## config.mk

```make
export PLATFORM = sky130hd
export DESIGN_NAME = aclink_rst_seq
export DESIGN_NICKNAME = d
export VERILOG_FILES = /design/src/rtl/aclink_rst_pkg.sv /design/src/rtl/aclink_bclk_mon.sv /design/src/rtl/aclink_dur_cnt.sv /design/src/rtl/aclink_rst_fsm.sv /design/src/rtl/aclink_rst_seq.sv
export SDC_FILE = /design/constraint.sdc
export NUM_CORES = 1
export LEC_CHECK = 0
export BUFFER_PORTS_ARGS = -buffer_cell sky130_fd_sc_hd__clkbuf_2
export CAP_MARGIN = 15
export CORE_MARGIN = 3
export CORE_UTILIZATION = 58
export CTS_BUF_LIST = sky130_fd_sc_hd__clkbuf_4 sky130_fd_sc_hd__clkbuf_8
export DETAILED_ROUTE_END_ITERATION = 8
export PLACE_DENSITY = 0.85
export SETUP_SLACK_MARGIN = 0.1
export SYNTH_ARGS = -nofsm -noshare
export SYNTH_HDL_FRONTEND = slang
export SYNTH_SLANG_ARGS = --single-unit
```

## constraint.sdc

```tcl
create_clock -name clk -period 5.4 [get_ports clk]
set_clock_uncertainty 0.05 [all_clocks]
set_input_delay 1.35 -clock clk [delete_from_list [all_inputs] [get_ports clk]]
set_output_delay 1.35 -clock clk [all_outputs]
set_load 0.05 [all_outputs]
```

## src/rtl/aclink_rst_pkg.sv

```systemverilog
// Package: shared types for the AC-link reset sequencer.
package aclink_rst_pkg;
    // Sequencer states; order has no behavioural meaning.
    typedef enum logic [2:0] {
        ST_IDLE      = 3'd0,
        ST_CTL_CLR   = 3'd1,
        ST_COLD_LOW  = 3'd2,
        ST_WARM_HIGH = 3'd3,
        ST_WAIT_BCLK = 3'd4
    } seq_state_t;
endpackage

```

## src/rtl/aclink_bclk_mon.sv

```systemverilog
// Bit-clock monitor. Brings the codec bit clock into the system domain
// through two flops and then flags transitions. It also keeps a
// presence bit that is cleared after ABSENT_CYCLES cycles without a
// transition. Assumes the bit clock is slower than half the system clock.
module aclink_bclk_mon #(
    parameter int ABSENT_CYCLES = 32
) (
    input  logic clk,
    input  logic rst_n,
    input  logic bitclk,
    output logic bclk_edge,
    output logic clk_present
);
    localparam int IW = $clog2(ABSENT_CYCLES + 1);
    localparam logic [IW-1:0] IDLE_LAST = IW'(ABSENT_CYCLES - 1);

    logic [2:0]    sync_q;
    logic [IW-1:0] idle_cnt;

    // Synchronizer (two flops) plus one history flop for edge detection.
    always_ff @(posedge clk) begin
        if (!rst_n) sync_q <= '0;
        else        sync_q <= {sync_q[1:0], bitclk};
    end

    assign bclk_edge = sync_q[1] ^ sync_q[2];

    // Presence tracking: set on a transition, cleared after the idle window.
    always_ff @(posedge clk) begin
        if (!rst_n) begin
            idle_cnt    <= '0;
            clk_present <= 1'b0;
        end else if (bclk_edge) begin
            idle_cnt    <= '0;
            clk_present <= 1'b1;
        end else if (idle_cnt < IDLE_LAST) begin
            idle_cnt    <= idle_cnt + 1'b1;
        end else begin
            clk_present <= 1'b0;
        end
    end

    AST_PRESENT_ON_EDGE: assert property (@(posedge clk) disable iff (!rst_n)
        bclk_edge |=> clk_present);
endmodule

```

## src/rtl/aclink_dur_cnt.sv

```systemverilog
// Duration counter. Counts cycles while run is high and raises last in
// the final cycle of a target-length window. Assumes target >= 1.
// The count returns to zero whenever run is low.
module aclink_dur_cnt #(
    parameter int CNT_W = 16
) (
    input  logic             clk,
    input  logic             rst_n,
    input  logic             run,
    input  logic [CNT_W-1:0] target,
    output logic             last
);
    logic [CNT_W-1:0] cnt;

    assign last = run && (cnt == target - 1'b1);

    // Count elapsed cycles of the current timed phase.
    always_ff @(posedge clk) begin
        if (!rst_n)            cnt <= '0;
        else if (run && !last) cnt <= cnt + 1'b1;
        else                   cnt <= '0;
    end

    AST_LAST_ENDS_RUN: assert property (@(posedge clk) disable iff (!rst_n)
        last |=> (cnt == '0));
endmodule

```

## src/rtl/aclink_rst_fsm.sv

```systemverilog
// Reset sequencer control. Accepts cold and warm requests while idle.
// It orders the controller clear, the codec reset pulse or sync pulse,
// and then the wait for the bit clock. It also holds the status flags.
// Assumes cold_cycles and warm_cycles stay steady during a sequence.
module aclink_rst_fsm
    import aclink_rst_pkg::*;
#(
    parameter int CNT_W   = 16,
    parameter int CLK_MHZ = 100
) (
    input  logic             clk,
    input  logic             rst_n,
    input  logic             cold_req,
    input  logic             warm_req,
    input  logic [CNT_W-1:0] cold_cycles,
    input  logic [CNT_W-1:0] warm_cycles,
    input  logic             irq_en,
    input  logic             clr_flags,
    input  logic             clk_present,
    input  logic             bclk_edge,
    input  logic             dur_last,
    output logic             dur_run,
    output logic [CNT_W-1:0] dur_target,
    output logic             codec_rst_n,
    output logic             sync_o,
    output logic             ctl_en,
    output logic             busy,
    output logic             sof_flag,
    output logic             err_flag,
    output logic             irq
);
    localparam logic [CNT_W-1:0] WARM_DEF = CNT_W'(CLK_MHZ);

    seq_state_t       state, state_nx;
    logic [CNT_W-1:0] cold_eff, warm_eff;
    logic             sof_set, err_set;

    assign cold_eff = (cold_cycles == '0) ? CNT_W'(1) : cold_cycles;
    assign warm_eff = (warm_cycles == '0) ? WARM_DEF : warm_cycles;

    // Next-state selection; cold takes priority over warm.
    always_comb begin
        state_nx = state;
        unique case (state)
            ST_IDLE: begin
                if (cold_req)                      state_nx = ST_CTL_CLR;
                else if (warm_req && !clk_present) state_nx = ST_WARM_HIGH;
            end
            ST_CTL_CLR:   state_nx = ST_COLD_LOW;
            ST_COLD_LOW:  if (dur_last)  state_nx = ST_WAIT_BCLK;
            ST_WARM_HIGH: if (dur_last)  state_nx = ST_WAIT_BCLK;
            ST_WAIT_BCLK: if (bclk_edge) state_nx = ST_IDLE;
            default:      state_nx = ST_IDLE;
        endcase
    end

    // State register.
    always_ff @(posedge clk) begin
        if (!rst_n) state <= ST_IDLE;
        else        state <= state_nx;
    end

    assign dur_run    = (state == ST_COLD_LOW) || (state == ST_WARM_HIGH);
    assign dur_target = (state == ST_WARM_HIGH) ? warm_eff : cold_eff;

    assign sof_set = (state == ST_WAIT_BCLK) && bclk_edge;
    assign err_set = (state == ST_IDLE) && !cold_req && warm_req && clk_present;

    // Status flags: a set wins over a clear in the same cycle.
    always_ff @(posedge clk) begin
        if (!rst_n) begin
            sof_flag <= 1'b0;
            err_flag <= 1'b0;
        end else begin
            if (sof_set)        sof_flag <= 1'b1;
            else if (clr_flags) sof_flag <= 1'b0;
            if (err_set)        err_flag <= 1'b1;
            else if (clr_flags) err_flag <= 1'b0;
        end
    end

    assign codec_rst_n = (state != ST_COLD_LOW);
    assign sync_o      = (state == ST_WARM_HIGH);
    assign ctl_en      = (state != ST_CTL_CLR);
    assign busy        = (state != ST_IDLE);
    assign irq         = sof_flag && irq_en;

    AST_CTL_ONE_CYCLE: assert property (@(posedge clk) disable iff (!rst_n)
        !ctl_en |=> (ctl_en && !codec_rst_n));
    AST_WARM_NEEDS_ABSENT: assert property (@(posedge clk) disable iff (!rst_n)
        $rose(sync_o) |-> $past(!clk_present));
    AST_ERR_NOT_BUSY: assert property (@(posedge clk) disable iff (!rst_n)
        $rose(err_flag) |-> !busy);
    AST_BUSY_HOLD: assert property (@(posedge clk) disable iff (!rst_n)
        (busy && !bclk_edge) |=> busy);
    AST_SOF_ON_DONE: assert property (@(posedge clk) disable iff (!rst_n)
        $fell(busy) |-> sof_flag);
endmodule

```

## src/rtl/aclink_rst_seq.sv

```systemverilog
// AC-link codec reset sequencer top. Connects the bit-clock monitor,
// the duration counter and the control FSM. The bitclk input is
// asynchronous; all other inputs are synchronous to clk.
module aclink_rst_seq #(
    parameter int CNT_W         = 16,
    parameter int CLK_MHZ       = 100,
    parameter int ABSENT_CYCLES = 32
) (
    input  logic             clk,
    input  logic             rst_n,
    input  logic             cold_req,
    input  logic             warm_req,
    input  logic [CNT_W-1:0] cold_cycles,
    input  logic [CNT_W-1:0] warm_cycles,
    input  logic             irq_en,
    input  logic             clr_flags,
    input  logic             bitclk,
    output logic             codec_rst_n,
    output logic             sync_o,
    output logic             ctl_en,
    output logic             busy,
    output logic             sof_flag,
    output logic             err_flag,
    output logic             irq
);
    logic             bclk_edge, clk_present;
    logic             dur_run, dur_last;
    logic [CNT_W-1:0] dur_target;

    aclink_bclk_mon #(.ABSENT_CYCLES(ABSENT_CYCLES)) mon_i (
        .clk(clk), .rst_n(rst_n), .bitclk(bitclk),
        .bclk_edge(bclk_edge), .clk_present(clk_present)
    );

    aclink_dur_cnt #(.CNT_W(CNT_W)) dur_i (
        .clk(clk), .rst_n(rst_n), .run(dur_run),
        .target(dur_target), .last(dur_last)
    );

    aclink_rst_fsm #(.CNT_W(CNT_W), .CLK_MHZ(CLK_MHZ)) fsm_i (
        .clk(clk), .rst_n(rst_n),
        .cold_req(cold_req), .warm_req(warm_req),
        .cold_cycles(cold_cycles), .warm_cycles(warm_cycles),
        .irq_en(irq_en), .clr_flags(clr_flags),
        .clk_present(clk_present), .bclk_edge(bclk_edge),
        .dur_last(dur_last), .dur_run(dur_run), .dur_target(dur_target),
        .codec_rst_n(codec_rst_n), .sync_o(sync_o), .ctl_en(ctl_en),
        .busy(busy), .sof_flag(sof_flag), .err_flag(err_flag), .irq(irq)
    );
endmodule

```

# Word-level counts from Yosys, hierarchy flattened
# Cells that the tools add are included.
[classes] magnitude_cmp=1 n_bitwise=2 eq_ne=11 mux=13 addsub=3 n_reduce_logical=22
[op_table] op="$mux W16" n=3
[op_table] op="$logic_not A16 Y1" n=2
[op_table] op="$add A16 B1 Y16 const B" n=1
[op_table] op="$eq A16 B16 Y1" n=1
[op_table] op="$sub A16 B1 Y16 const B" n=1
[op_table] op="$mux W3" n=4
[op_table] op="$pmux W3 S4" n=1
[op_table] op="$logic_and A1 B1 Y1" n=8
[op_table] op="$add A6 B1 Y6 const B" n=1
[op_table] op="$eq A3 B2 Y1 const B" n=2
[op_table] op="$lt A6 B5 Y1 const B" n=1
[op_table] op="$ne A2 B1 Y1 const B" n=3
[op_table] op="$ne A3 B2 Y1 const B" n=2
[op_table] op="$mux W1" n=5
[op_table] op="$reduce_bool A2 Y1" n=2
[op_table] op="$reduce_or A2 Y1" n=2
[op_table] op="$eq A3 B1 Y1 const B" n=1
[op_table] op="$eq A3 B3 Y1 const B" n=1
[op_table] op="$logic_not A1 Y1" n=3
[op_table] op="$logic_not A3 Y1" n=1
[op_table] op="$ne A3 B1 Y1 const B" n=1
[op_table] op="$reduce_and A3 Y1" n=1
[op_table] op="$reduce_bool A3 Y1" n=1
[op_table] op="$reduce_and A2 Y1" n=1
[op_table] op="other kinds (3)" n=3
[totals] elab_cells=59 out_inout_bits=7 in_bits=39 reg_bits=31

# Depth between registers and ports, before layout
[depth] depth_word=9 ltp_mapped=14 mapped_depth_nobuf=12

# Hierarchy
# A second synthesis with hierarchy kept.
[unflattened] hier_cells=285 hier_area_um2=2205.9
[by_module_without_submodules] mod="aclink_dur_cnt" n_inst=1 area_per_inst_um2=1266.2 cells_each=156 seq_area_each_um2=320.3
[by_module_without_submodules] mod="aclink_rst_fsm" n_inst=1 area_per_inst_um2=543.0 cells_each=91 seq_area_each_um2=100.1
[by_module_without_submodules] mod="aclink_bclk_mon" n_inst=1 area_per_inst_um2=396.6 cells_each=38 seq_area_each_um2=200.2

# Least setup slack after synthesis
# No wires, ideal clock.
[synth_path] path_type="input port to flip-flop" from="input cold_cycles[11]" to="register dur_i.cnt[9]" t_arrival_ns=4.066 path_buffers=1 cell_stages=11 t_required_ns=5.235 slack_ns=1.170 setup_ns=0.115 path_cell_list="nor4_2 > nand4_1 > a211o_1 > ha_1 > xnor2_1 > or3_1 > a221oi_2 > or4b_4 > o31ai_4 > buf_6 > nor2_1"
[synth_between] elab_chain_len=9
[synth_lines] element="start, declared" line_no="aclink_rst_seq.sv:13" text="input logic [CNT_W-1:0] cold_cycles,"
[synth_lines] element="$logic_not A16 Y1" line_no="aclink_rst_fsm.sv:38" text="assign cold_eff = (cold_cycles == '0) ? CNT_W'(1) : cold_cycles;"
[synth_lines] element="$mux W16 (*)" line_no="aclink_rst_fsm.sv:38"
[synth_lines] element="$mux W16 (*)" line_no="aclink_rst_fsm.sv:64" text="assign dur_target = (state == ST_WARM_HIGH) ? warm_eff : cold_eff;"
[synth_lines] element="$sub A16 B1 Y16 (*)" line_no="aclink_dur_cnt.sv:15" text="assign last = run && (cnt == target - 1'b1);"
[synth_lines] element="$eq A16 B16 Y1 (*)" line_no="aclink_dur_cnt.sv:15"
[synth_lines] element="$logic_and A1 B1 Y1 (*)" line_no="aclink_dur_cnt.sv:15"
[synth_lines] element="$logic_not A1 Y1 (*)" line_no="aclink_dur_cnt.sv:20" text="else if (run && !last) cnt <= cnt + 1'b1;"
[synth_lines] element="$logic_and A1 B1 Y1 (*)" line_no="aclink_dur_cnt.sv:20"
[synth_lines] element="$reduce_and A2 Y1 (no line) (*)"
[synth_lines] element="end signal, assigned" line_no="aclink_dur_cnt.sv:20"
[synth_lines] element="end, declared" line_no="aclink_dur_cnt.sv:13" text="logic [CNT_W-1:0] cnt;"
# Mark *: on every way between the ends. The rest lies on a longest branch, timed or not.
# A chain may end at the register's enable or synchronous reset.

# Worst setup path after layout
[layout_path] from="input cold_cycles[11]" to="register dur_i.cnt[11]"
# Same word-level chain as after synthesis.

==> reports/metrics.cfg <==
[worst_setup_path]
cpMaxStageDelayCell = o31ai_4
cp.arrival_ns = 4.61
worst-path-max-fanout = 16
critical_path_class = input pin to register
critical_path_buf_inv_count = 1
cp_cell_sequence = clkbuf_2, nor4_2, nand4_1, a211o_1, ha_1, and4b_1, o21ai_0, a21o_1, xnor2_1, or4b_4, o31ai_4, nor2_1
startpoint_type = input pin
cp_slowest_stage_delay_ns = 0.64
required_ns = 5.49
critPathTopFamily = simple AND/OR/NAND/NOR gates
cp-end-kind = register

[synthesis]
synth_edf_count = 0
syn-mean-instance-area_um2 = 7.92
synth_area_um2 = 2470
synth_cell_types = 58
ys_ff_latch = 31
synth_area_leaders = dfxtp_1 25%, nor2_1 7.1%, mux2i_1 6.9%
synth_top_area_share_pct = 25.1
synth-warning-count = 0
ys.flop_type = dfxtp_1
syn_nets = 354
postSynth.asyncResetShare_pct = 0
seq_area_frac_synth_pct = 25.1
synthCells = 312
synth_top_cell_by_area = dfxtp_1

[grt]
grt_pass1_vias = 2407
antenna_found_initial = 0
track_usage_pct = 26.3
grt_pass1_wl_um = 10800
grt_max_degree = 32
overflow = 0

[floorplanning]
rows = 23
die_x_um = 71.3
initial_core_util_pct = 60.9
die_area_um2 = 5080
core_um2 = 4060
die_height_um = 71.3
num_io_pins = 46

[cts]
numCtsBuffers = 5
clk_pin_slew_ns = 0.06
clock_latency_ns = 0.28
clock_sinks = 31
cts_setup_buffers = 0
cts_max_path_buffers = 2
cts_resized = 0
h-tree-depth = 2
holdBufCountCts = 0
clockRootBuffer = clkbuf_8
cts_tree = built

[final_layout]
design_area_um2 = 2780
num_antenna_cells = 0
drive_above_1_share_pct = 19.9
fin_cells = 402
nets = 393
syn2layout_area_growth_pct = 12.7
fillCellCount = 357

[sta]
period_share_pct = 83.8
clock.fmax_mhz = 221
setup_tns_ns = 0
hold_viol_final = 0
slew_viol_final = 0
setup_slack_ns = 0.877
setup_viol = 0
worst_pin_slew_ns = 0.675
relSlewSlack_pct = 55.0
timing.hold.ws_ns = 0.422
fin_crit_ns = 4.52
rsz0062_at_grt = false

[route]
routed_wl_um = 6310
wl_met3_um = 426
drc_errors = 0
top_layer = met4
vias = 2455
first_pass_iters = 4
drt_iter0_markers = 262
wl_per_cell_um = 15.7
viasPerCell = 6.11
wl_met2_um = 2940
routedLengthMet1_um = 2810
ant_nets = 0

[pwr]
leakage_uw = 0.00113
irDropWorstVdd_uv = 166
pwr_density_cell_nw_per_um2 = 202

[placement]
placed_area_um2 = 2690
place_hpwl_um = 4880
pre_cts_slack_ns = 0.593
post-place-cells = 394
numPortBuffers = 45
gp_congestion = 0.932

[worst_hold_path]
hp-class = register to register

[flow_run]
maxCapViolations = 0

[run_status]
status = completed

==> stage by stage <==
step           total power, uW  util (%)
2_1_floorplan              339         -
4_1_cts                    566      68.6
3_3_place_gp               379      66.4
5_1_grt                    595      68.6
3_5_place_dp               383      66.4
6_report                   561      68.6
==> report_power, final <==
| part | total, uW | switching [uW] | internal [uW] |
|---|---|---|---|
| clock network | 181 | 80.3 | 100 |
| logic | 138 | 84.7 | 53.4 |
| registers | 242 | 7.44 | 235 |
==> sequential cells by signal (all words and copies together), names as in the netlist <==
| register | cells |
|---|---|
| fsm_i.state | 3 |
| mon_i.sync_q | 3 |
| fsm_i.err_flag | 1 |
| dur_i.cnt | 16 |
| fsm_i.sof_flag | 1 |
| mon_i.idle_cnt | 6 |
| mon_i.clk_present | 1 |
==> per-layer routing <==
layer | up-vias | GRT usage [%]
li1 | 1215 | -
met1 | 1128 | 35.6
met4 | 0 | 10.6
met2 | 96 | 40.4
met3 | 16 | 6.17
met5 | - | 0
==> placed cells by master, fill, tap and decap left out, types with 2 or more instances in the layout <==
cell type	instances
nor2_1	47
clkbuf_2	45
dfxtp_1	31
nand2_1	19
xor2_1	19
xnor2_1	18
mux2i_1	17
nor3_1	16
a21oi_1	11
nand4_1	9
nand3_1	8
inv_1	7
nand2b_1	7
or3_1	6
and2_1	6
nor4_1	5
and3_1	5
o21ai_0	5
clkbuf_8	5
nor4_2	4
a211oi_1	4
nor2b_1	4
o32ai_1	3
o21a_1	3
o211ai_1	3
ha_1	3
or2_2	2
and4b_1	2
nand4b_1	2
nor4b_1	2
a21o_1	2
mux2_2	2
o2111ai_1	2
a2111oi_0	2
o2bb2ai_1	2
a32oi_1	2
clkbuf_4	2
==> cell type report <==
class / count / area (um2) / share of cell area (%)
Timing Repair Buffer: 45 / 225 / 8.09
Clock buffer: 7 / 83.8 / 3.01
Clock inverter: 1 / 5.00 / 0.180
Tap cell: 50 / 62.6 / 2.25
Sequential cell: 31 / 621 / 22.3
Inverter: 8 / 30.0 / 1.08
Multi-Input combinational cell: 260 / 1760 / 63.1
==> final timing paths <==
| kind | slack (ns) | from | end | depth (start not counted) |
|---|---|---|---|---|
| setup reg to reg | 1.24 | fsm_i.state[1] | dur_i.cnt[11] | 12 |
| hold reg to reg | 0.42 | mon_i.idle_cnt[4] | mon_i.idle_cnt[4] | 2 |
| hold / removal | 0.42 | mon_i.idle_cnt[4] | mon_i.idle_cnt[4] | 2 |
| setup / recovery | 0.88 | cold_cycles[11] | dur_i.cnt[11] | 12 |
==> worst min-delay path, cell delays in order (launching register included) <==
cell and delay (ns):
dfxtp_1 0.32, a41oi_1 0.04, nor2_1 0.08
==> cell usage after synthesis, drive strengths merged, types with 2 or more instances <==
cell type	number
o2111ai	2
a2111oi	2
o21a	3
or2	2
mux2	2
o21ai	6
dfxtp	31
nor2	47
nor4	9
nand4	9
or3	6
o211ai	3
nor4b	2
nand2	19
xnor2	18
a211oi	4
a32oi	2
a21oi	11
ha	3
xor2	19
and4b	2
nand2b	7
nand3	9
nor3	16
inv	8
buf	7
o32ai	3
and3	5
nor2b	4
or4b	2
and2	6
o31ai	2
a21o	2
clkbuf	6
nand4b	2
o2bb2ai	2
mux2i	17
==> logic make-up (layout without fill, tap and decap cells) <==
group                    count (synthesis)  count (layout)  synth area share, %
multiplexers                            19              19                 7.80
AO/OA/AOI/OAI                           52              52                 15.8
XOR/XNOR                                37              37                 13.1
AND/OR/NAND/NOR                        149             149                 32.8
adder cells (fa/ha/maj)                  3               3                 1.52
flip-flops                              31              31                 25.1
buffers and inverters                   21              61                 3.80
Power figures use the tool's default switching activity.
